==> src/rtl/pc_unit_pkg.sv <==
package pc_unit_pkg;
  typedef enum logic [2:0] {
    BR_SEQ   = 3'd0,
    BR_REL   = 3'd1,
    BR_PAGE  = 3'd2,
    BR_LONG  = 3'd3,
    BR_INDEX = 3'd4
  } br_kind_e;
endpackage

==> src/rtl/pc_fall_adder.sv <==
module pc_fall_adder #(
  parameter int AW   = 16,
  parameter int LENW = 2
) (
  input  logic [AW-1:0]   pc,
  input  logic [LENW-1:0] len,
  output logic [AW-1:0]   fall
);
  localparam int PADW = AW - LENW;

  always_comb begin
    fall = pc + {{PADW{1'b0}}, len};
  end
endmodule

==> src/rtl/pc_target_sel.sv <==
module pc_target_sel
  import pc_unit_pkg::*;
#(
  parameter int AW    = 16,
  parameter int OFFW  = 8,
  parameter int PAGEW = 11,
  parameter int IDXW  = 8
) (
  input  logic [AW-1:0]    fall,
  input  logic [2:0]       kind,
  input  logic             taken,
  input  logic [OFFW-1:0]  rel_off,
  input  logic [PAGEW-1:0] page_addr,
  input  logic [AW-1:0]    long_addr,
  input  logic             idx_use_dptr,
  input  logic [AW-1:0]    dptr,
  input  logic [IDXW-1:0]  acc,
  output logic [AW-1:0]    target
);
  localparam int SEXW = AW - OFFW;
  localparam int ZEXW = AW - IDXW;

  logic [AW-1:0] rel_tgt;
  logic [AW-1:0] page_tgt;
  logic [AW-1:0] idx_base;
  logic [AW-1:0] idx_tgt;

  always_comb begin
    rel_tgt  = fall + {{SEXW{rel_off[OFFW-1]}}, rel_off};
    page_tgt = {fall[AW-1:PAGEW], page_addr};
    idx_base = idx_use_dptr ? dptr : fall;
    idx_tgt  = idx_base + {{ZEXW{1'b0}}, acc};
  end

  always_comb begin
    case (br_kind_e'(kind))
      BR_REL:   target = taken ? rel_tgt : fall;
      BR_PAGE:  target = page_tgt;
      BR_LONG:  target = long_addr;
      BR_INDEX: target = idx_tgt;
      default:  target = fall;
    endcase
  end
endmodule

==> src/rtl/pc_branch_unit.sv <==
module pc_branch_unit
  import pc_unit_pkg::*;
#(
  parameter int AW    = 16,
  parameter int LENW  = 2,
  parameter int OFFW  = 8,
  parameter int PAGEW = 11,
  parameter int IDXW  = 8
) (
  input  logic             clk,
  input  logic             rst_n,
  input  logic             advance,
  input  logic [LENW-1:0]  ins_len,
  input  logic [2:0]       kind,
  input  logic             taken,
  input  logic [OFFW-1:0]  rel_off,
  input  logic [PAGEW-1:0] page_addr,
  input  logic [AW-1:0]    long_addr,
  input  logic             idx_use_dptr,
  input  logic [AW-1:0]    dptr,
  input  logic [IDXW-1:0]  acc,
  output logic [AW-1:0]    next_pc,
  output logic [AW-1:0]    pc_q
);
  localparam int LPADW = AW - LENW;

  logic [AW-1:0] fall;
  logic [AW-1:0] pc_d;

  pc_fall_adder #(.AW(AW), .LENW(LENW)) u_fall (
    .pc   (pc_q),
    .len  (ins_len),
    .fall (fall)
  );

  pc_target_sel #(.AW(AW), .OFFW(OFFW), .PAGEW(PAGEW), .IDXW(IDXW)) u_sel (
    .fall         (fall),
    .kind         (kind),
    .taken        (taken),
    .rel_off      (rel_off),
    .page_addr    (page_addr),
    .long_addr    (long_addr),
    .idx_use_dptr (idx_use_dptr),
    .dptr         (dptr),
    .acc          (acc),
    .target       (next_pc)
  );

  always_comb begin
    pc_d = advance ? next_pc : pc_q;
  end

  always_ff @(posedge clk or negedge rst_n) begin
    if (!rst_n) pc_q <= '0;
    else        pc_q <= pc_d;
  end

  // counter holds when not advancing
  assert_hold_R2: assert property (@(posedge clk) disable iff (!rst_n)
    !advance |=> $stable(pc_q));
  // loaded value is the address presented before the edge
  assert_load_R3: assert property (@(posedge clk) disable iff (!rst_n)
    advance |=> pc_q == $past(next_pc));
  assert_seq_step_R3: assert property (@(posedge clk) disable iff (!rst_n)
    kind == 3'd0 |-> (next_pc - pc_q) == {{LPADW{1'b0}}, ins_len});
  assert_not_taken_R5: assert property (@(posedge clk) disable iff (!rst_n)
    (kind == 3'd1 && !taken) |-> (next_pc - pc_q) == {{LPADW{1'b0}}, ins_len});
  assert_fwd_reach_R4: assert property (@(posedge clk) disable iff (!rst_n)
    (kind == 3'd1 && taken && !rel_off[OFFW-1]) |-> (next_pc - fall) < AW'(128));
  assert_page_keep_R6: assert property (@(posedge clk) disable iff (!rst_n)
    kind == 3'd2 |-> (next_pc[AW-1:PAGEW] == fall[AW-1:PAGEW]
                      && next_pc[PAGEW-1:0] == page_addr));
  assert_long_R7: assert property (@(posedge clk) disable iff (!rst_n)
    kind == 3'd3 |-> next_pc == long_addr);
  assert_spare_R10: assert property (@(posedge clk) disable iff (!rst_n)
    kind > 3'd4 |-> next_pc == fall);
endmodule

==> config.mk <==
export PLATFORM = sky130hd
export DESIGN_NAME = pc_branch_unit
export DESIGN_NICKNAME = d
export VERILOG_FILES = /design/src/rtl/pc_unit_pkg.sv /design/src/rtl/pc_fall_adder.sv /design/src/rtl/pc_target_sel.sv /design/src/rtl/pc_branch_unit.sv
export SDC_FILE = /design/constraint.sdc
export NUM_CORES = 1
export LEC_CHECK = 0
export BUFFER_PORTS_ARGS = -buffer_cell sky130_fd_sc_hd__buf_2
export CORE_MARGIN = 2
export CORE_UTILIZATION = 48
export CTS_CLUSTER_DIAMETER = 60
export CTS_CLUSTER_SIZE = 28
export DETAILED_ROUTE_END_ITERATION = 10
export PLACE_DENSITY = 0.79
export SETUP_SLACK_MARGIN = 0.5
export SYNTH_ARGS = -nofsm -noshare
export SYNTH_HDL_FRONTEND = slang
export SYNTH_SLANG_ARGS = --single-unit
==> constraint.sdc <==
create_clock -name clk -period 3.8 [get_ports clk]
set_input_delay 0.38 -clock clk [delete_from_list [all_inputs] [get_ports clk]]
set_output_delay 0.38 -clock clk [all_outputs]
set_load 0.005 [all_outputs]
* Yosys cells after proc, flatten, opt, wreduce, memory -nomap -nowiden
Cells that the tools add are included.
Storage, ports and cells: register bits after elaboration 16, bits in latches 0, memory bits (writable) 0, memory bits (read-only) 0, bits of input ports 69, output and inout bits 32, logic and storage cells 11, memories kept 0
Operators by class: add/subtract/negate cells 3, multipliers 0, div/mod/pow operators 0, magnitude comparators 0, equal/unequal tests 4, shift-type cells 0, muxes and demuxes 3, bitwise logic cells 0, reduce and logical (&&, ||, !) cells 0
Operators with widths (number):
- $pmux 16 s4 | 1
- $mux 16 | 2
- $add 16x16->16 | 1
- $add 16x2->16 | 1
- $add 16x8->16 | 1
- $eq 3x2->1 const B | 2
- $eq 3x1->1 const B | 1
- $eq 3x3->1 const B | 1

* Depth between registers and ports, before layout
depth after elaboration 4, gate-level depth with buffers 15

* Cells and area by module
Synthesis repeated with hierarchy kept, for this count alone.
Second synthesis, totals: cells, all modules 348, area total of the unflattened synthesis 3000.4 um2
Modules (own cells, without submodules):
- pc_target_sel | times used 1, cells an instance 270, area an instance 2015.7 um2
- pc_branch_unit | times used 1, cells an instance 34, area an instance 649.4 um2
- pc_fall_adder | times used 1, cells an instance 44, area an instance 335.3 um2

* Least setup slack after synthesis
No wires, ideal clock.
path type register to output, start point reg pc_q[0], end point out next_pc[15], arrival 3442 ps, required time 3420 ps, setup slack -22 ps, stages on the path, launching flop included 14, path buffers 0, cell sequence dfrtp_1 -> ha_1 -> fa_1 -> xor2_1 -> mux2_2 -> ha_1 -> nand3_1 -> o22ai_1 -> o22ai_1 -> a2111oi_4 -> nor4b_4 -> mux2i_1 -> o41ai_2 -> nor2_1
On the way: word-level cells in the longest chain between the ends 4, elaborated cells on any way between the ends 6, those cells by class add/sub: 3; mux: 3
Ends and longest elaborated chain:
- from (decl) | RTL line pc_branch_unit.sv:23 | output logic [AW-1:0] pc_q
- from (signal assigned) | RTL line pc_branch_unit.sv:55 | else pc_q <= pc_d;
- $add 16x2->16 (*) | RTL line pc_fall_adder.sv:12 | fall = pc + {{PADW{1'b0}}, len};
- $mux 16 or $add 16x16->16 (tied branches) | RTL line pc_target_sel.sv:31, pc_target_sel.sv:29
- $add 16x8->16 or $mux 16 (tied branches) | RTL line pc_target_sel.sv:32, pc_target_sel.sv:37
- $pmux 16 s4 (*) | RTL line pc_target_sel.sv:36 | case (br_kind_e'(kind))
- to (decl) | RTL line pc_branch_unit.sv:22 | output logic [AW-1:0] next_pc,
Every way passes the cells marked *; elsewhere a longest branch is shown, timed or not.

* Final worst setup path
start point reg pc_q[1], end point out next_pc[15]
Same word-level chain as after synthesis.

==> summary.txt <==
WS Path Type: flop to output pin
Seq cells post-synth: 16
final hold vios: 0
max_cap viols: 0
total wire length: 14200 um
number of filler cells placed in the layout: 437
antenna diode count: 0
DIE HEIGHT: 86.3 um
Syn-to-layout area delta: 63.0%
first-pass GRT wire length: 20700 um
Critical Path AT: 3.90 ns
worst r2r dst: pc_q[13]
hold_ws: 0.0367 ns
maximum VDD drop: 0.433 mV
die area: 7450 sq um
Clock Latency Late Sink: 0.25 ns
post-DR wirelength/cell: 20.8 um
H-Tree Depth: 1
initial antenna violation count: 0
pin count of the biggest net entering global routing: 25
hold_buf cts: 0
CP endpoint kind: output pin
GRT Resource Usage Total: 0.348
TritonCTS clock tree: done
ANT nets after route: 0
Core Area: 6680 sq um
Slew Limit Fails: 0
layout cell share with drive strength beyond 1: 0.513
leakage power: 2.42 nW
vias per inst: 6.40
slowest CP cell: dfrtp_1
failing checks: negative setup slack
routability-driven placement congestion ratio: 0.949
IO Pins: 101
max reg flops: 16
First-pass DRT Iterations: 6
Seq/Total Area, Yosys: 0.123
xor-xnor portion of the synthesized cell area: 0.0862
worst setup margin: -0.479 ns
multi-input logic area: 3380 sq um
post-synth top area share: 0.123
R2R Setup Slk: -0.11 ns
clk root buf: clkbuf_8
Final Cycle Share: 1.13
syn_area_per_cell: 7.80 sq um
final net count: 703
Initial Utilization: 0.487
number of synthesized flops with an enable pin: 0
Post-Syn Area: 3250 sq um
WP data required: 3.42 ns
largest family of logic cells by synthesized area: compound AO/OA/AOI/OAI gates
dominant cell type by area after synthesis: dfrtp_1
crit-path max FO: 4
die width: 86.3 um
row count: 30
Top reg by flops: pc_q
Distinct cells, synth: 63
Slew @ Worst Pin: 0.745 ns
ranking of synthesized cells by area: dfrtp_1, ha_1, mux2_2, xnor2_1, nand2_1
CP startpoint: pc_q[1]
Sink Count: 16
Syn. warnings: 0
startpoint types: flop
Worst Setup EP: next_pc[15]
crit path cell chain: ha_4 -> a21o_1 -> nand4_1 -> xnor2_2 -> buf_4 -> buf_6 -> ha_4 -> and4_1 -> a221o_1 -> a221oi_2 -> xnor2_1 -> and2_1 -> o41ai_2 -> nor2_1 -> buf_2
Total Power: 3.31 mW
simple-gate share of the synthesized area: 0.230
Post-Syn Nets: 517
post-synthesis mux area share: 0.106
crit path time final: 4.28 ns
ys flop type: dfrtp_1
run status: finished with violations
Compound-Gate Fraction of Synth Area: 0.282
via count: 4364
pwr/cell area: 624 nW/um^2
IO buf count: 100
Worst R2R Path Depth: 17
FMAX: 234 MHz
storage element area: 400 sq um
final setup fails: 13
Post-Synthesis Cells: 417
Regs by FF count: pc_q: 16 flops
DRC viols: 0
Worst Clk Skew: 0.00275 ns
Slew headroom: 0.499
grt total ovfl: 0
HP Class: input port to asynchronous set/reset pin
Num CTS Buffers: 3
vias in the first global route: 4180
slowest cell delay on critical path: 0.42 ns
RSZ-0062 raised after global routing: yes
most used cell, CP: ha_4
DP HPWL: 9730 um
RR Startpoint: pc_q[1]
Final Util: 0.794
CTS Buffer Depth: 2
clock transition at the registers of the reported paths: 0.07 ns
Post-synth ARST share: 1.00
initial DRC count: 412
adder-cell share of the synthesized area: 0.126
worst max-delay path, delay by kind of cell, from the launching register on:
kind / cells / cell delay [ns]
AOI/OAI and AO/OA: 4 / 1.24
and+or+nand+nor: 4 / 0.65
adders and majority gates: 2 / 0.49
xor gates and xnor gates: 2 / 0.43
DFF: 1 / 0.42
buffers and inverters: 3 / 0.40
area by class of cell:
class | count | share of cell area
repair buffers | 197 | 0.240
flip-flops and latches | 16 | 0.0755
well taps | 80 | 0.0189
clock buffers | 4 | 0.0104
inverters | 24 | 0.0170
multi-input cells | 361 | 0.638
cells in the final DEF, fill, tap and decap left out, types with 10 or more instances in the layout:
cell     synthesis  routed
o21ai_0         25      17
inv_1           23      21
buf_4            0      85
mux2i_1         12      10
ha_4             0      15
buf_6            0      12
buf_2            0     100
dfrtp_1         16      16
a21oi_1         25      17
a21o_1          10      10
nand2_1         40      38
xnor2_1         24      17
nor2_1          22      22
ha_1            28      12
mux2_2          20      13
power by group:
part | switching, mW | internal, mW | total (mW)
Combinational | 1.37 | 1.44 | 2.81
Clock | 0.0630 | 0.0920 | 0.155
Sequential | 0.109 | 0.230 | 0.340
Total | 1.54 | 1.76 | 3.31
how the worst min path moves through the flow:
stage / end / slack [ns] / depth (start not counted)
after floorplan: pc_q[0] / 0.08 / 0
after global placement: pc_q[11] / 0.30 / 1
after detailed placement: pc_q[11] / 0.31 / 1
after CTS: pc_q[11] / 0.04 / 1
after global routing: pc_q[11] / 0.06 / 1
final: pc_q[5] / 0.04 / 1
stage by stage:
step	worst slack, ns	TNS (ns)	instance area [sq um]	std cells
2_1_floorplan	0.210	0	3390	417
3_3_place_gp	-0.271	-1.16	4460	653
3_5_place_dp	-0.356	-1.59	4460	653
4_1_cts	-0.377	-1.91	5040	675
5_1_grt	-0.538	-4.58	5300	682
6_report	-0.479	-3.33	5300	682
what timing repair did:
action | 4_1_cts | 5_1_grt
buffers inserted | 18 | 7
gates resized for setup | 62 | 37
endpoints found under the setup margin | 23 | 25
pin swaps | 40 | 33
endpoints found under the hold margin | 0 | 0
cells in the mapped netlist (all sizes together) (4+ instances only):
library cell	count
xnor2	24
nand2b	5
and2	7
nor4b	4
dfrtp	16
clkbuf	12
nor2	22
a21oi	25
ha	28
and4	4
a222oi	5
nor2b	6
nand4	5
inv	24
a21o	10
nand3	12
a22o	5
or3	4
a31oi	9
nor4	5
o21a	4
o22ai	7
mux2	20
mux2i	12
nand2	40
o31ai	4
buf	4
xor2	8
nor3	9
o21ai	26
layer usage:
layer	global-route usage	share of wire	vias up
li1	-	-	1948
met1	0.412	0.37	2056
met2	0.615	0.50	292
met3	0.0533	0.079	68
met4	0.161	0.054	0
met5	0	0	-
cells by family (layout without fill, tap and decap cells):
family / Yosys count / after routing
simple gates: 136 / 136
compound gates: 130 / 130
buf+inv: 40 / 225
xor+xnor: 32 / 32
mux: 32 / 32
fa+ha+maj: 31 / 31
flops: 16 / 16
Power figures use the tool's default switching activity.
